<file path="src/rtl/pmu_pkg.sv">
package pmu_pkg;
  localparam int REG_AW = 8;
  localparam int REG_DW = 8;
  localparam int TAG_W  = 4;

  localparam logic [REG_AW-1:0] ADDR_GLOBAL = 8'h0F;
  localparam logic [REG_AW-1:0] ADDR_OUTCTL = 8'h03;
  localparam logic [REG_AW-1:0] ADDR_CLKCTL = 8'h1D;

  localparam int BIT_SRCSEL   = 2;
  localparam int BIT_PDREQ    = 5;
  localparam int BIT_SOFTRST  = 7;
  localparam int BIT_OUTTRI   = 6;
  localparam int BIT_TIMFORCE = 3;
  localparam int BIT_LLCTRI   = 7;

  // strobes from control to register datapath
  typedef struct packed {
    logic wrEn;
    logic loadDefaults;
  } regStrobe_t;

  // decoded control fields exported by the register datapath
  typedef struct packed {
    logic srcSel;
    logic pdReq;
    logic outTri;
    logic timForce;
    logic llcTri;
  } ctrlBits_t;
endpackage

</file>
<file path="src/rtl/pmu_sync.sv">
module pmu_sync #(
  parameter int STAGES = 2
) (
  input  logic clk,
  input  logic rstN,
  input  logic d,
  output logic q
);
  logic [STAGES-1:0] chain;

  always_ff @(posedge clk or negedge rstN) begin
    if (!rstN) chain <= '0;
    else       chain <= {chain[STAGES-2:0], d};
  end

  assign q = chain[STAGES-1];
endmodule

</file>
<file path="src/rtl/pmu_seq.sv">
module pmu_seq
  import pmu_pkg::*;
#(
  parameter int RESET_CYCLES = 250000,
  parameter int SYNC_STAGES  = 2
) (
  input  logic              clk,
  input  logic              rstPinN,
  input  logic              pdPin,
  input  logic              hostValid,
  input  logic              hostWrite,
  input  logic [REG_AW-1:0] hostAddr,
  input  logic [REG_DW-1:0] hostWdata,
  output logic              rstN,
  output regStrobe_t        strobe,
  output logic              hostAck,
  output logic              busy,
  output logic              coreRestart,
  output logic              pdPinSync
);
  localparam int CNT_W = $clog2(RESET_CYCLES + 1);
  localparam logic [CNT_W-1:0] CNT_LOAD = CNT_W'(RESET_CYCLES);

  logic [CNT_W-1:0] cnt;
  logic             accept;
  logic             wrAccept;
  logic             softHit;

  pmu_sync #(.STAGES(SYNC_STAGES)) uRstSync (
    .clk(clk), .rstN(rstPinN), .d(1'b1), .q(rstN)
  );

  pmu_sync #(.STAGES(SYNC_STAGES)) uPdSync (
    .clk(clk), .rstN(rstN), .d(pdPin), .q(pdPinSync)
  );

  assign busy     = (cnt != '0);
  assign accept   = hostValid && !busy;
  assign wrAccept = accept && hostWrite;
  assign softHit  = wrAccept && (hostAddr == ADDR_GLOBAL) && hostWdata[BIT_SOFTRST];
  assign hostAck  = accept;

  assign strobe.wrEn         = wrAccept && !softHit;
  assign strobe.loadDefaults = softHit;

  always_ff @(posedge clk or negedge rstN) begin
    if (!rstN)             cnt <= CNT_LOAD;
    else if (softHit)      cnt <= CNT_LOAD;
    else if (cnt != '0)    cnt <= cnt - 1'b1;
  end

  always_ff @(posedge clk or negedge rstN) begin
    if (!rstN) coreRestart <= 1'b0;
    else       coreRestart <= (cnt == CNT_W'(1)) && !softHit;
  end

  // refused while busy
  p_refuse_busy_r6: assert property (@(posedge clk) disable iff (!rstN)
    (busy && hostValid) |-> !hostAck);
  // soft reset opens a busy window
  p_soft_opens_busy_r6: assert property (@(posedge clk) disable iff (!rstN)
    strobe.loadDefaults |=> busy);
  // restart pulse lasts one cycle
  p_restart_single_r7: assert property (@(posedge clk) disable iff (!rstN)
    coreRestart |=> !coreRestart);
  // end of busy comes with restart
  p_restart_at_end_r7: assert property (@(posedge clk) disable iff (!rstN)
    $fell(busy) |-> coreRestart);
endmodule

</file>
<file path="src/rtl/pmu_regfile.sv">
module pmu_regfile
  import pmu_pkg::*;
(
  input  logic              clk,
  input  logic              rstN,
  input  regStrobe_t        strobe,
  input  logic [REG_AW-1:0] hostAddr,
  input  logic [REG_DW-1:0] hostWdata,
  output logic [REG_DW-1:0] rdata,
  output ctrlBits_t         ctrl
);
  ctrlBits_t        regs;
  logic [TAG_W-1:0] userTag;
  logic             knownAddr;

  assign knownAddr = (hostAddr == ADDR_GLOBAL) || (hostAddr == ADDR_OUTCTL) ||
                     (hostAddr == ADDR_CLKCTL);

  always_ff @(posedge clk or negedge rstN) begin
    if (!rstN) begin
      regs <= '0;
    end else if (strobe.loadDefaults) begin
      regs <= '0;
    end else if (strobe.wrEn) begin
      case (hostAddr)
        ADDR_GLOBAL: begin
          regs.srcSel <= hostWdata[BIT_SRCSEL];
          regs.pdReq  <= hostWdata[BIT_PDREQ];
        end
        ADDR_OUTCTL: begin
          regs.outTri   <= hostWdata[BIT_OUTTRI];
          regs.timForce <= hostWdata[BIT_TIMFORCE];
        end
        ADDR_CLKCTL: regs.llcTri <= hostWdata[BIT_LLCTRI];
        default: ;
      endcase
    end
  end

  // field without a default: untouched by either reset
  always_ff @(posedge clk) begin
    if (strobe.wrEn && (hostAddr == ADDR_CLKCTL))
      userTag <= hostWdata[TAG_W-1:0];
  end

  always_comb begin
    rdata = '0;
    case (hostAddr)
      ADDR_GLOBAL: begin
        rdata[BIT_SRCSEL] = regs.srcSel;
        rdata[BIT_PDREQ]  = regs.pdReq;
      end
      ADDR_OUTCTL: begin
        rdata[BIT_OUTTRI]   = regs.outTri;
        rdata[BIT_TIMFORCE] = regs.timForce;
      end
      ADDR_CLKCTL: begin
        rdata[BIT_LLCTRI]  = regs.llcTri;
        rdata[TAG_W-1:0]   = userTag;
      end
      default: ;
    endcase
  end

  assign ctrl = regs;

  // defaults restored on soft reset
  p_defaults_r4: assert property (@(posedge clk) disable iff (!rstN)
    strobe.loadDefaults |=> (regs == '0));
  // untouched field survives soft reset
  p_tag_kept_r5: assert property (@(posedge clk) disable iff (!rstN)
    strobe.loadDefaults |=> (userTag == $past(userTag)));
  // writes to unknown addresses change nothing
  p_unknown_ignored_r11: assert property (@(posedge clk) disable iff (!rstN)
    (strobe.wrEn && !knownAddr) |=> $stable(regs));
  // soft reset bit never reads back as 1
  p_softbit_zero_r4: assert property (@(posedge clk) disable iff (!rstN)
    (hostAddr == ADDR_GLOBAL) |-> !rdata[BIT_SOFTRST]);
endmodule

</file>
<file path="src/rtl/power_reset_ctrl.sv">
module power_reset_ctrl
  import pmu_pkg::*;
#(
  parameter int CLK_HZ       = 125_000_000,
  parameter int RESET_CYCLES = CLK_HZ / 500,
  parameter int SYNC_STAGES  = 2
) (
  input  logic       clk,
  input  logic       rstPinN,
  input  logic       pdPin,
  input  logic       hostValid,
  input  logic       hostWrite,
  input  logic [7:0] hostAddr,
  input  logic [7:0] hostWdata,
  output logic       hostAck,
  output logic [7:0] hostRdata,
  output logic       resetBusy,
  output logic       coreRestart,
  output logic       coreClkEn,
  output logic       analogLowCurrent,
  output logic       dataOe,
  output logic       timingOe,
  output logic       llcOe
);
  logic              rstN;
  logic              pdPinSync;
  logic              pdActive;
  regStrobe_t        strobe;
  ctrlBits_t         ctrl;
  logic [REG_DW-1:0] rdata;

  pmu_seq #(.RESET_CYCLES(RESET_CYCLES), .SYNC_STAGES(SYNC_STAGES)) uSeq (
    .clk(clk), .rstPinN(rstPinN), .pdPin(pdPin),
    .hostValid(hostValid), .hostWrite(hostWrite),
    .hostAddr(hostAddr), .hostWdata(hostWdata),
    .rstN(rstN), .strobe(strobe), .hostAck(hostAck),
    .busy(resetBusy), .coreRestart(coreRestart), .pdPinSync(pdPinSync)
  );

  pmu_regfile uRegs (
    .clk(clk), .rstN(rstN), .strobe(strobe),
    .hostAddr(hostAddr), .hostWdata(hostWdata),
    .rdata(rdata), .ctrl(ctrl)
  );

  assign pdActive         = ctrl.srcSel ? ctrl.pdReq : pdPinSync;
  assign coreClkEn        = !pdActive;
  assign analogLowCurrent = pdActive;
  assign dataOe           = !ctrl.outTri;
  assign timingOe         = !ctrl.outTri || ctrl.timForce;
  assign llcOe            = !ctrl.llcTri;
  assign hostRdata        = hostAck ? rdata : '0;

  // with pin priority, register bit cannot move the clock enable
  p_reg_ignored_r1: assert property (@(posedge clk) disable iff (!rstN)
    (!ctrl.srcSel && $stable(ctrl.srcSel) && $stable(pdPinSync)) |-> $stable(coreClkEn));
  // with register priority, the pin cannot move the clock enable
  p_pin_ignored_r2: assert property (@(posedge clk) disable iff (!rstN)
    (ctrl.srcSel && $stable(ctrl.srcSel) && $stable(ctrl.pdReq)) |-> $stable(coreClkEn));
  // clock gating and analog indication are complementary
  p_gate_pair_r3: assert property (@(posedge clk) disable iff (!rstN)
    coreClkEn != analogLowCurrent);
endmodule

</file>
<file path="config.mk">
export PLATFORM = sky130hd
export DESIGN_NAME = power_reset_ctrl
export DESIGN_NICKNAME = d
export VERILOG_FILES = /design/src/rtl/pmu_pkg.sv /design/src/rtl/pmu_sync.sv /design/src/rtl/pmu_seq.sv /design/src/rtl/pmu_regfile.sv /design/src/rtl/power_reset_ctrl.sv
export SDC_FILE = /design/constraint.sdc
export NUM_CORES = 1
export LEC_CHECK = 0
export BUFFER_PORTS_ARGS = -buffer_cell sky130_fd_sc_hd__buf_2
export CAP_MARGIN = 10
export CORE_UTILIZATION = 34
export CTS_BUF_LIST = sky130_fd_sc_hd__clkbuf_16
export DETAILED_ROUTE_END_ITERATION = 12
export PLACE_DENSITY = 0.53
export REMOVE_ABC_BUFFERS = 1
export SLEW_MARGIN = 20
export SYNTH_ARGS = -nofsm -noshare
export SYNTH_HDL_FRONTEND = slang
export SYNTH_SLANG_ARGS = --single-unit
</file>
<file path="constraint.sdc">
create_clock -name clk -period 8.3 [get_ports clk]
set_clock_uncertainty 0.1 [all_clocks]
set_input_delay 2.49 -clock clk [delete_from_list [all_inputs] [get_ports clk]]
set_output_delay 2.49 -clock clk [all_outputs]
set_load 0.02 [all_outputs]
</file>
==> summary.md, run 1 <==
### Run status
* **run status** complete, no violations

### Logic synthesis
* **Synth cell types** 52
* **mean instance size in the synthesized netlist** 10.58 µm²
* **combinational family with the most area after synthesis** simple AND/OR/NAND/NOR gates
* **adder-cell share of the synthesized area** 0.01383
* **post-synth design cell area** 1809 µm²
* **proportion of synthesized chip area in sequential cells** 0.4585
* **async set-reset flop share out of synthesis** 0.8750
* **simple-gate share of the synthesized area** 0.2690
* **number of enable-type register cells in the synthesized netlist** 4
* **multiplexer area fraction after synthesis** 0.05325
* **yosys warns** 0
* **share of the synthesized area in compound gates (AO/OA/AOI/OAI)** 0.1335
* **Primary FF master, synth** dfrtp_1
* **number of instances in the synthesized netlist** 171
* **post-synthesis register bit count** 32
* **xor and xnor area share after synthesis** 0.02420

### Timing
* **tightest hold margin** 58.45 ps
* **worst-case setup margin in the final layout** 1762 ps
* **setup_tns** 0 ps
* **minimum clock period** 6538 ps
* **unrepaired setup endpoints after global routing** false
* **Max Freq** 0.1530 GHz
* **number of pins with negative max-slew slack in the final report** 0
* **final period utilization** 0.7877
* **final setup vio count** 0
* **number of hold violations in the final report** 0

### Clock network
* **number of clock buffers inserted by TritonCTS** 5
* **TritonCTS clock tree** done
* **post-CTS setup buffers** 0
* **number of buffers inserted for hold repair after clock tree synthesis** 0
* **clk sinks** 32
* **H-tree level count** 2
* **number of buffers between clock root and the deepest sink** 2
* **clock latency reported for the late side of the worst-skew pair** 270 ps
* **register clock-pin slew on the reported worst setup and hold paths** 50 ps
* **quantity of gates resized following cts** 0
* **Root Driver** clkbuf_16

### Place
* **dpl cells** 269
* **number of buffers inserted by port buffering** 34
* **Placer Congestion** 0.7439
* **Cell Area, Placed** 2033 µm²
* **HPWL after detailed placement** 2870 µm
* **placement-stage worst setup slack** 1765 ps

### Finish
* **utilization after layout** 0.4250
* **Layout Nets** 229
* **most common library cell in the layout ignoring fill and taps** buf_2
* **synthesis-to-layout area growth** 19.99%
* **commonest cells after routing, fill and taps aside** buf_2 (34), dfrtp_1 (21), nor2_1 (12), inv_1 (11), and3_1 (11)
* **fill cell total of the finished layout** 512
* **Antenna Cells** 0
* **multi-input combinational cell area** 900.9 µm²
* **share of post-route cells with drive strength above 1** 0.3092
* **post-route non-filler standard cell count** 277
* **post-route standard cell area excluding fillers** 2171 µm²
* **total area of sequential cells** 829.5 µm²

### GRT
* **total global routing overflow** 0
* **vias in the first global route** 1,421
* **number of antenna violations at the first check in global routing** 0
* **first-pass GRT wire length** 6630 µm
* **Total Routing Usage GR** 0.1604
* **maximum number of pins on one net before global-route repair** 18

### Drt
* **drt initial violations** 61
* **aggregate routed wire length** 3962 µm
* **antenna viol nets, final** 0
* **iteration count of the initial detailed-routing pass** 4
* **Post-route DRC** 0
* **vias post-DR** 1,437
* **per-cell routed wire length** 14.30 µm
* **Vias per Instance** 5.188

### Setup path
* **launching element type of the critical path** input pin
* **critical path required time** 5710 ps
* **CP Capture Type** primary output
* **data arrival time of the worst path** 3950 ps
* **worst-path maximum fanout** 7
* **crit path kind** input pin to primary output

### Run
* **max cap viols** 0

### Die
* **placeable core region** 5107 µm²
* **die outline height** 74.95 µm
* **Rows** 26
* **Die X-Extent** 74.95 µm
* **effective utilization at floorplan** 0.3542
* **die area** 5617 µm²
* **total I/O pin count** 37

### Hold path
* **path type of the worst min-delay path** flop to async pin

### Power
* **power after layout** 345.3 µW
* **leakage dissipation** 0.9388 nW
* **Max rail drop VDD** 0.09146 mV
* **total power per unit cell area** 159.0 nW/µm²

==> layer usage <==
metal  share of wire  track usage  wire length [µm]  up-vias
met5               0            0                 0        -
met3           0.049      0.04284               195        6
met1            0.51       0.2084              2002      686
met2            0.43       0.2583              1719       35
li1                -            -                 -      710
met4           0.011      0.05660                45        0
==> where the power goes <==
group          total [mW]  switching [mW]  internal [mW]
clock               0.171          0.0627          0.108
sequential          0.161         0.00103          0.160
combinational      0.0133         0.00803        0.00532
==> logic make-up after synthesis <==
family | after synthesis
other cells | 2
buf+inv | 17
mux | 9
compound gates | 33
fa+ha+maj | 2
xor+xnor | 5
simple gates | 71
flops | 32
==> final cells by class <==
class	instances	share of cell area
clock inverter	3	0.005764
sequential	32	0.3821
clock buffer	5	0.05764
inverter	10	0.01729
multi-input combinational	122	0.4150
tap	70	0.04035
timing repair buffer	35	0.08184
==> Yosys cell counts (all sizes together), types with 3 or more instances <==
cell type,count,area [µm²]
a21oi,5,25.02
a32oi,3,26.28
and2,3,18.77
and3,11,68.82
buf,5,33.78
dfrtp,21,525.5
dfstp,7,183.9
edfxtp,4,120.1
inv,10,37.53
mux2,5,56.30
mux2i,4,40.04
nand2,9,36.29
nand3,4,20.02
nand4,4,25.02
nor2,13,51.30
nor3,7,40.04
nor4,7,103.9
o21ai,10,50.05
xnor2,4,35.03
==> final timing paths <==
path                                     endpoint                   start  cells after the start  slack (ps)
max                                  hostRdata[3]             hostAddr[5]                      6        1760
min                                   uSeq.cnt[5]  uSeq.uRstSync.chain[1]                      0          60
max reg2reg                      uRegs.userTag[3]             uSeq.cnt[0]                      6        5400
min reg2reg                           uSeq.cnt[5]  uSeq.uRstSync.chain[1]                      0          60
max in group asynchronous  uSeq.uRstSync.chain[1]                 rstPinN                      1        6110
min in group clk            uSeq.uPdSync.chain[1]   uSeq.uPdSync.chain[0]                      0         240
==> flip-flops by register name, indices dropped and copies added (netlist names) <==
register             cells
uSeq.uRstSync.chain      2
uSeq.coreRestart         1
uSeq.uPdSync.chain       2
uRegs.userTag            4
uSeq.cnt                18
uRegs.ctrl               5
==> worst max-delay path, stage by stage <==
cell and delay (ps):
buf_2 90, or4b_4 610, nor4_4 340, a22oi_1 140, nor2_1 90, buf_2 170
No activity file was read; power rests on OpenSTA's default activity.
==> run 2: changes to the inputs <==
--- a/config.mk
+++ b/config.mk
@@ -5,12 +5,13 @@
 export SDC_FILE = /design/constraint.sdc
 export NUM_CORES = 1
 export LEC_CHECK = 0
+export ABC_AREA = 1
 export BUFFER_PORTS_ARGS = -buffer_cell sky130_fd_sc_hd__buf_2
 export CAP_MARGIN = 10
 export CORE_UTILIZATION = 34
 export CTS_BUF_LIST = sky130_fd_sc_hd__clkbuf_16
 export DETAILED_ROUTE_END_ITERATION = 12
-export PLACE_DENSITY = 0.53
+export PLACE_DENSITY = 0.55
 export REMOVE_ABC_BUFFERS = 1
 export SLEW_MARGIN = 20
 export SYNTH_ARGS = -nofsm -noshare
==> constraint.sdc (replaced) <==
create_clock -name clk -period 5.3 [get_ports clk]
set_clock_uncertainty 0.1 [all_clocks]
set_input_delay 1.59 -clock clk [delete_from_list [all_inputs] [get_ports clk]]
set_output_delay 1.59 -clock clk [all_outputs]
set_load 0.02 [all_outputs]
==> run 2 against run 1 <==
  * Sequential power up 58%
  * Worst setup slack worse by 1000 ps
  * Cell count is 14% higher
  * Cell area is 2.8% lower
  * Synthesized cell count rose by 22%
  * Sequential cell count unchanged
  * Wire length down 20%
  * Critical path depth increased by 3
  * Global-route usage fell by 2.3 points
  * Total power grew 54%
  * Highest routed layer unchanged
==> summary.md, run 2 <==
### Die
* **total I/O pin count** 37
* **Rows** 25
* **die outline height** 73.60 µm
* **placeable core region** 4817 µm²
* **die area** 5416 µm²
* **Die X-Extent** 73.60 µm
* **effective utilization at floorplan** 0.3618

### Power
* **clock share of power** 0.492
* **total power per unit cell area** 252.0 nW/µm²
* **leakage dissipation** 1.039 nW
* **Psw** 105.0 µW
* **switching part of the total** 0.1974
* **share of power burned in combinational logic** 0.028
* **sequential group share of total power** 0.479
* **internal cell power** 426.7 µW
* **Max rail drop VDD** 0.1601 mV

### Clock network
* **number of clock buffers inserted by TritonCTS** 5
* **number of buffers inserted for hold repair after clock tree synthesis** 0
* **clk sinks** 32
* **register clock-pin slew on the reported worst setup and hold paths** 50 ps
* **quantity of gates resized following cts** 0
* **TritonCTS clock tree** done
* **H-tree level count** 2
* **number of buffers between clock root and the deepest sink** 2
* **clock latency reported for the late side of the worst-skew pair** 270 ps
* **post-CTS setup buffers** 0
* **Root Driver** clkbuf_16

### Setup path
* **data arrival time of the worst path** 2870 ps
* **CP startpoint** hostAddr[6]
* **launching element type of the critical path** input pin
* **CP Capture Type** primary output
* **origin of the critical flop-to-flop path** uSeq.cnt[0]
* **Worst Setup EP** hostRdata[5]
* **worst-case register-to-register setup slack** 3180 ps
* **critical path required time** 3610 ps
* **worst-case reg-to-reg path depth** 8
* **Crit Reg-Reg Endpoint** uRegs.userTag[0]
* **worst-path maximum fanout** 4
* **crit path kind** input pin to primary output

### Logic synthesis
* **proportion of netlist area held by the largest area contributor** 0.3015
* **number of enable-type register cells in the synthesized netlist** 4
* **post-synth design cell area** 1743 µm²
* **cells taking the most area after synthesis** dfrtp_1 (30%), dfstp_2 (11%), nand2_1 (10%), inv_1 (7.5%), edfxtp_1 (6.9%)
* **post-synthesis register bit count** 32
* **number of instances in the synthesized netlist** 209
* **most used standard cells in the synthesized netlist** nand2_1 (48), inv_1 (35), dfrtp_1 (21)
* **Synth cell types** 32
* **cell accounting for the most synthesized area** dfrtp_1
* **mean instance size in the synthesized netlist** 8.339 µm²
* **yosys warns** 0
* **Primary FF master, synth** dfrtp_1
* **most frequent cell after synthesis** nand2_1
* **async set-reset flop share out of synthesis** 0.8750
* **proportion of synthesized chip area in sequential cells** 0.4760

### GRT
* **maximum number of pins on one net before global-route repair** 27
* **number of antenna violations at the first check in global routing** 0
* **vias in the first global route** 1,258
* **first-pass GRT wire length** 5575 µm
* **Total Routing Usage GR** 0.1376
* **total global routing overflow** 0

### Timing
* **final setup vio count** 0
* **Max Freq** 0.2194 GHz
* **setup_tns** 0 ps
* **relative slew slack** 0.5720
* **pin slew with the least headroom to its limit** 637.2 ps
* **final period utilization** 0.8600
* **number of hold violations in the final report** 0
* **unrepaired setup endpoints after global routing** false
* **minimum clock period** 4558 ps
* **number of pins with negative max-slew slack in the final report** 0

### Finish
* **commonest cells after routing, fill and taps aside** nand2_1 (48), inv_1 (37), buf_2 (34), nor2_1 (20), dfrtp_1 (20)
* **most common library cell in the layout ignoring fill and taps** nand2_1
* **share of post-route cells with drive strength above 1** 0.2661
* **register ranked first by flip-flop count** uSeq.cnt
* **post-route standard cell area excluding fillers** 2110 µm²
* **synthesis-to-layout area growth** 21.03%
* **max FFs per register** 18
* **Layout Nets** 270
* **fill cell total of the finished layout** 535
* **post-route non-filler standard cell count** 315
* **Antenna Cells** 0
* **utilization after layout** 0.4379

### Drt
* **Post-route DRC** 0
* **vias post-DR** 1,365
* **Vias per Instance** 4.333
* **antenna viol nets, final** 0
* **aggregate routed wire length** 3173 µm
* **iteration count of the initial detailed-routing pass** 4
* **per-cell routed wire length** 10.07 µm
* **drt initial violations** 64

### Hold path
* **path type of the worst min-delay path** flop to async pin

### Place
* **HPWL after detailed placement** 2372 µm
* **number of buffers inserted by port buffering** 34
* **Placer Congestion** 0.7682
* **dpl cells** 307
* **Cell Area, Placed** 1971 µm²

### Run status
* **run status** complete, no violations

### Run
* **max cap viols** 0

## run 2: changes by cell type in the layout (fill, tap and decap cells not counted), moves of 4 or more
cell | before | now
and3_1 | 11 | 0
inv_1 | 11 | 37
nor2_1 | 12 | 20
o21ai_0 | 8 | 4
nand3_1 | 4 | 12
nor4_4 | 4 | 0
xor2_1 | 1 | 10
nand2_1 | 8 | 48
mux2i_1 | 4 | 0
## run 2: stage by stage
stage | hold slack, ps | worst slack [ps] | power, mW
floorplan | 228.6 | 868.9 | 0.2633
global placement | 232.4 | 764.5 | 0.2742
detailed placement | 235.6 | 741.3 | 0.2742
CTS | 246.8 | 740.9 | 0.5426
global route | 220.6 | 563.2 | 0.5554
finish | 153.8 | 742.1 | 0.5316
## run 2: cell families after synthesis
kind of cell               synth area share
buffers and inverters               0.09691
xor gates and xnor gates            0.05528
adders and majority gates           0.01436
and+or+nand+nor                      0.3209
AOI/OAI and AO/OA                   0.03231
other                              0.004309
DFF                                  0.4760
## run 2: layout make-up
cell class | count | area (µm²) | share of cell area
tap | 67 | 83.83 | 0.03974
timing repair buffer | 34 | 170.2 | 0.08066
multi-input combinational | 136 | 744.5 | 0.3529
sequential | 32 | 830.8 | 0.3938
clock inverter | 3 | 12.51 | 0.005931
inverter | 38 | 142.6 | 0.06762
clock buffer | 5 | 125.1 | 0.05931
## run 2: worst min path at each step
stage	slack [ps]	cells after the start	from	end
after detailed placement	240	0	uSeq.uPdSync.chain[0]	uSeq.uPdSync.chain[1]
after global routing	220	0	uSeq.uRstSync.chain[1]	uRegs.ctrl[4]
after global placement	230	0	uSeq.uPdSync.chain[0]	uSeq.uPdSync.chain[1]
after CTS	250	0	uSeq.uPdSync.chain[0]	uSeq.uPdSync.chain[1]
after floorplan	230	0	uSeq.uRstSync.chain[1]	uRegs.ctrl[0]
final	150	0	uSeq.uRstSync.chain[1]	uRegs.ctrl[4]
## run 2: routing by layer
metal  vias up  GRT usage  part of all wire
met3         7    0.03704             0.033
li1        725          -                 -
met2        24     0.2130              0.45
met5         -          0                 0
met4         0    0.06410             0.018
met1       609     0.1788              0.50
## run 2: worst max-delay path: stages
cell	delay, ps
buf_2	90
inv_1	40
nand2_1	60
nor3_1	120
nand2_1	110
nor2_1	330
inv_1	130
nor3_1	200
buf_2	190
## run 2: power groups by stage
stage	Combinational, mW	Clock (mW)	Sequential (mW)
after floorplan	0.00554	0	0.258
after global placement	0.0151	0	0.259
after detailed placement	0.0152	0	0.259
after CTS	0.0153	0.272	0.255
after global routing	0.0171	0.283	0.255
final	0.0151	0.262	0.255
==> run 3: changes to the inputs <==
--- a/config.mk
+++ b/config.mk
@@ -11,9 +11,8 @@
 export CORE_UTILIZATION = 34
 export CTS_BUF_LIST = sky130_fd_sc_hd__clkbuf_16
 export DETAILED_ROUTE_END_ITERATION = 12
-export PLACE_DENSITY = 0.55
+export PLACE_DENSITY = 0.53
 export REMOVE_ABC_BUFFERS = 1
-export SLEW_MARGIN = 20
 export SYNTH_ARGS = -nofsm -noshare
 export SYNTH_HDL_FRONTEND = slang
 export SYNTH_SLANG_ARGS = --single-unit
==> constraint.sdc (replaced) <==
create_clock -name clk -period 5.81 [get_ports clk]
set_clock_uncertainty 0.1 [all_clocks]
set_input_delay 1.743 -clock clk [delete_from_list [all_inputs] [get_ports clk]]
set_output_delay 1.743 -clock clk [all_outputs]
set_load 0.02 [all_outputs]
==> run 3 against run 2 <==
  * Critical path type unchanged
  * Register-to-register slack improved by 510 ps
  * Via count increased by 0.51%
  * Cell count increased by 0.63%
  * Highest routed layer unchanged
  * Cell area increased by 0.71%
  * Utilization increased by 0.31 points
  * Wire length increased by 2.5%
  * Hold slack got worse by 6.0 ps
==> summary.md, run 3 (synthesis gave the netlist of run 2 again) <==
### Run
* **max cap viols** 0

### Finish
* **Layout Nets** 272
* **utilization after layout** 0.4410
* **commonest cells after routing, fill and taps aside** nand2_1 (48), inv_1 (37), buf_2 (34), dfrtp_1 (21), nor2_1 (20)
* **Antenna Cells** 0
* **synthesis-to-layout area growth** 21.90%
* **max FFs per register** 18
* **register ranked first by flip-flop count** uSeq.cnt
* **most common library cell in the layout ignoring fill and taps** nand2_1
* **share of post-route cells with drive strength above 1** 0.2600

### Setup path
* **data arrival time of the worst path** 3000 ps
* **worst-path maximum fanout** 4
* **crit path kind** input pin to primary output
* **critical path required time** 3970 ps
* **CP Capture Type** primary output
* **launching element type of the critical path** input pin

### Timing
* **unrepaired setup endpoints after global routing** false
* **pin slew with the least headroom to its limit** 621.8 ps
* **number of pins with negative max-slew slack in the final report** 0
* **tightest hold margin** 147.8 ps
* **relative slew slack** 0.5823
* **minimum clock period** 4841 ps
* **number of hold violations in the final report** 0
* **Max Freq** 0.2066 GHz
* **setup_tns** 0 ps
* **final period utilization** 0.8332
* **final setup vio count** 0

### Clock network
* **number of clock buffers inserted by TritonCTS** 5
* **H-tree level count** 2
* **clock latency reported for the late side of the worst-skew pair** 270 ps
* **TritonCTS clock tree** done
* **number of buffers between clock root and the deepest sink** 2
* **quantity of gates resized following cts** 0
* **Root Driver** clkbuf_16
* **clk sinks** 32
* **register clock-pin slew on the reported worst setup and hold paths** 50 ps

### Drt
* **antenna viol nets, final** 0
* **Vias per Instance** 4.328
* **drt initial violations** 63
* **Post-route DRC** 0
* **per-cell routed wire length** 10.26 µm
* **iteration count of the initial detailed-routing pass** 4
* **aggregate routed wire length** 3253 µm
* **vias post-DR** 1,372

### GRT
* **first-pass GRT wire length** 5692 µm
* **number of antenna violations at the first check in global routing** 0
* **vias in the first global route** 1,313
* **total global routing overflow** 0
* **Total Routing Usage GR** 0.1397
* **maximum number of pins on one net before global-route repair** 26

### Power
* **Max rail drop VDD** 0.1103 mV
* **total power per unit cell area** 229.1 nW/µm²
* **leakage dissipation** 1.047 nW

### Hold path
* **path type of the worst min-delay path** flop to async pin

### Die
* **total I/O pin count** 37
* **die area** 5416 µm²
* **effective utilization at floorplan** 0.3618
* **placeable core region** 4817 µm²
* **Die X-Extent** 73.60 µm
* **Rows** 25
* **die outline height** 73.60 µm

### Place
* **number of buffers inserted by port buffering** 34
* **Placer Congestion** 0.7804
* **HPWL after detailed placement** 2440 µm

### Run status
* **run status** complete, no violations

[run 3: cell count changes in the layout (fill, tap and decap cells not counted)]
| cell | before | now |
|---|---|---|
| dlygate4sd3_1 | 0 | 1 |
| clkinv_2 | 1 | 0 |
| dfrtp_2 | 1 | 0 |
| clkinv_1 | 1 | 2 |
| dfrtp_1 | 20 | 21 |
| buf_4 | 0 | 1 |
[run 3: critical path, stage by stage]
cell,delay (ps)
buf_2,90
inv_1,40
nand2_1,60
nor3_1,140
nand2_1,110
nor2_1,340
inv_1,100
nor3_1,180
buf_2,190
[run 3: path summary, 6_finish.rpt]
check                                             from                endpoint  slack (ps)  depth (start not counted)
worst max-delay path                       hostAddr[6]            hostRdata[5]         970                          9
worst min-delay path            uSeq.uRstSync.chain[1]             uSeq.cnt[2]         150                          1
worst max register to register             uSeq.cnt[0]        uRegs.userTag[3]        3690                          8
worst min register to register  uSeq.uRstSync.chain[1]             uSeq.cnt[2]         150                          1
max in group asynchronous                      rstPinN  uSeq.uRstSync.chain[0]        4370                          1
min in group clk                uSeq.uRstSync.chain[0]  uSeq.uRstSync.chain[1]         250                          0
[run 3: what timing repair did]
| action | 4_1_cts | 5_1_grt |
|---|---|---|
| setup buffers | 0 | 0 |
| endpoints found under the hold margin | 1 | 0 |
| hold buffers | 1 | 0 |
[run 3: layer usage]
metal  wire, µm  track usage  up-vias
li1           -            -      726
met1       1634       0.1780      617
met2       1455       0.2253       24
met3        129      0.03841        5
met4         35      0.05342        0
met5          0            0        -
[run 3: per-stage QoR]
stage                     cells  worst slack [ps]  area (µm²)  total power, mW
final                       317             969.3        2125           0.4867
after global routing        317             768.4        2125           0.5089
after CTS                   317             959.1        2125           0.4956
after detailed placement    308             958.3        1978           0.2509
after global placement      308             964.1        1978           0.2506
after floorplan             206              1073        1717           0.2402
[run 3: power breakdown]
group          total (mW)  switching (mW)  internal [mW]
combinational      0.0181          0.0109        0.00718
clock               0.239          0.0859          0.154
sequential          0.229        0.000400          0.229
total               0.487          0.0972          0.390
[run 3: cell type report]
class	count	area, µm²
clock buffers	5	125.1
clock inverters	3	11.26
fillers	498	2693
inverters	38	142.6
multi-input cells	136	744.5
flip-flops and latches	32	829.5
well taps	67	83.83
repair buffers	36	187.7
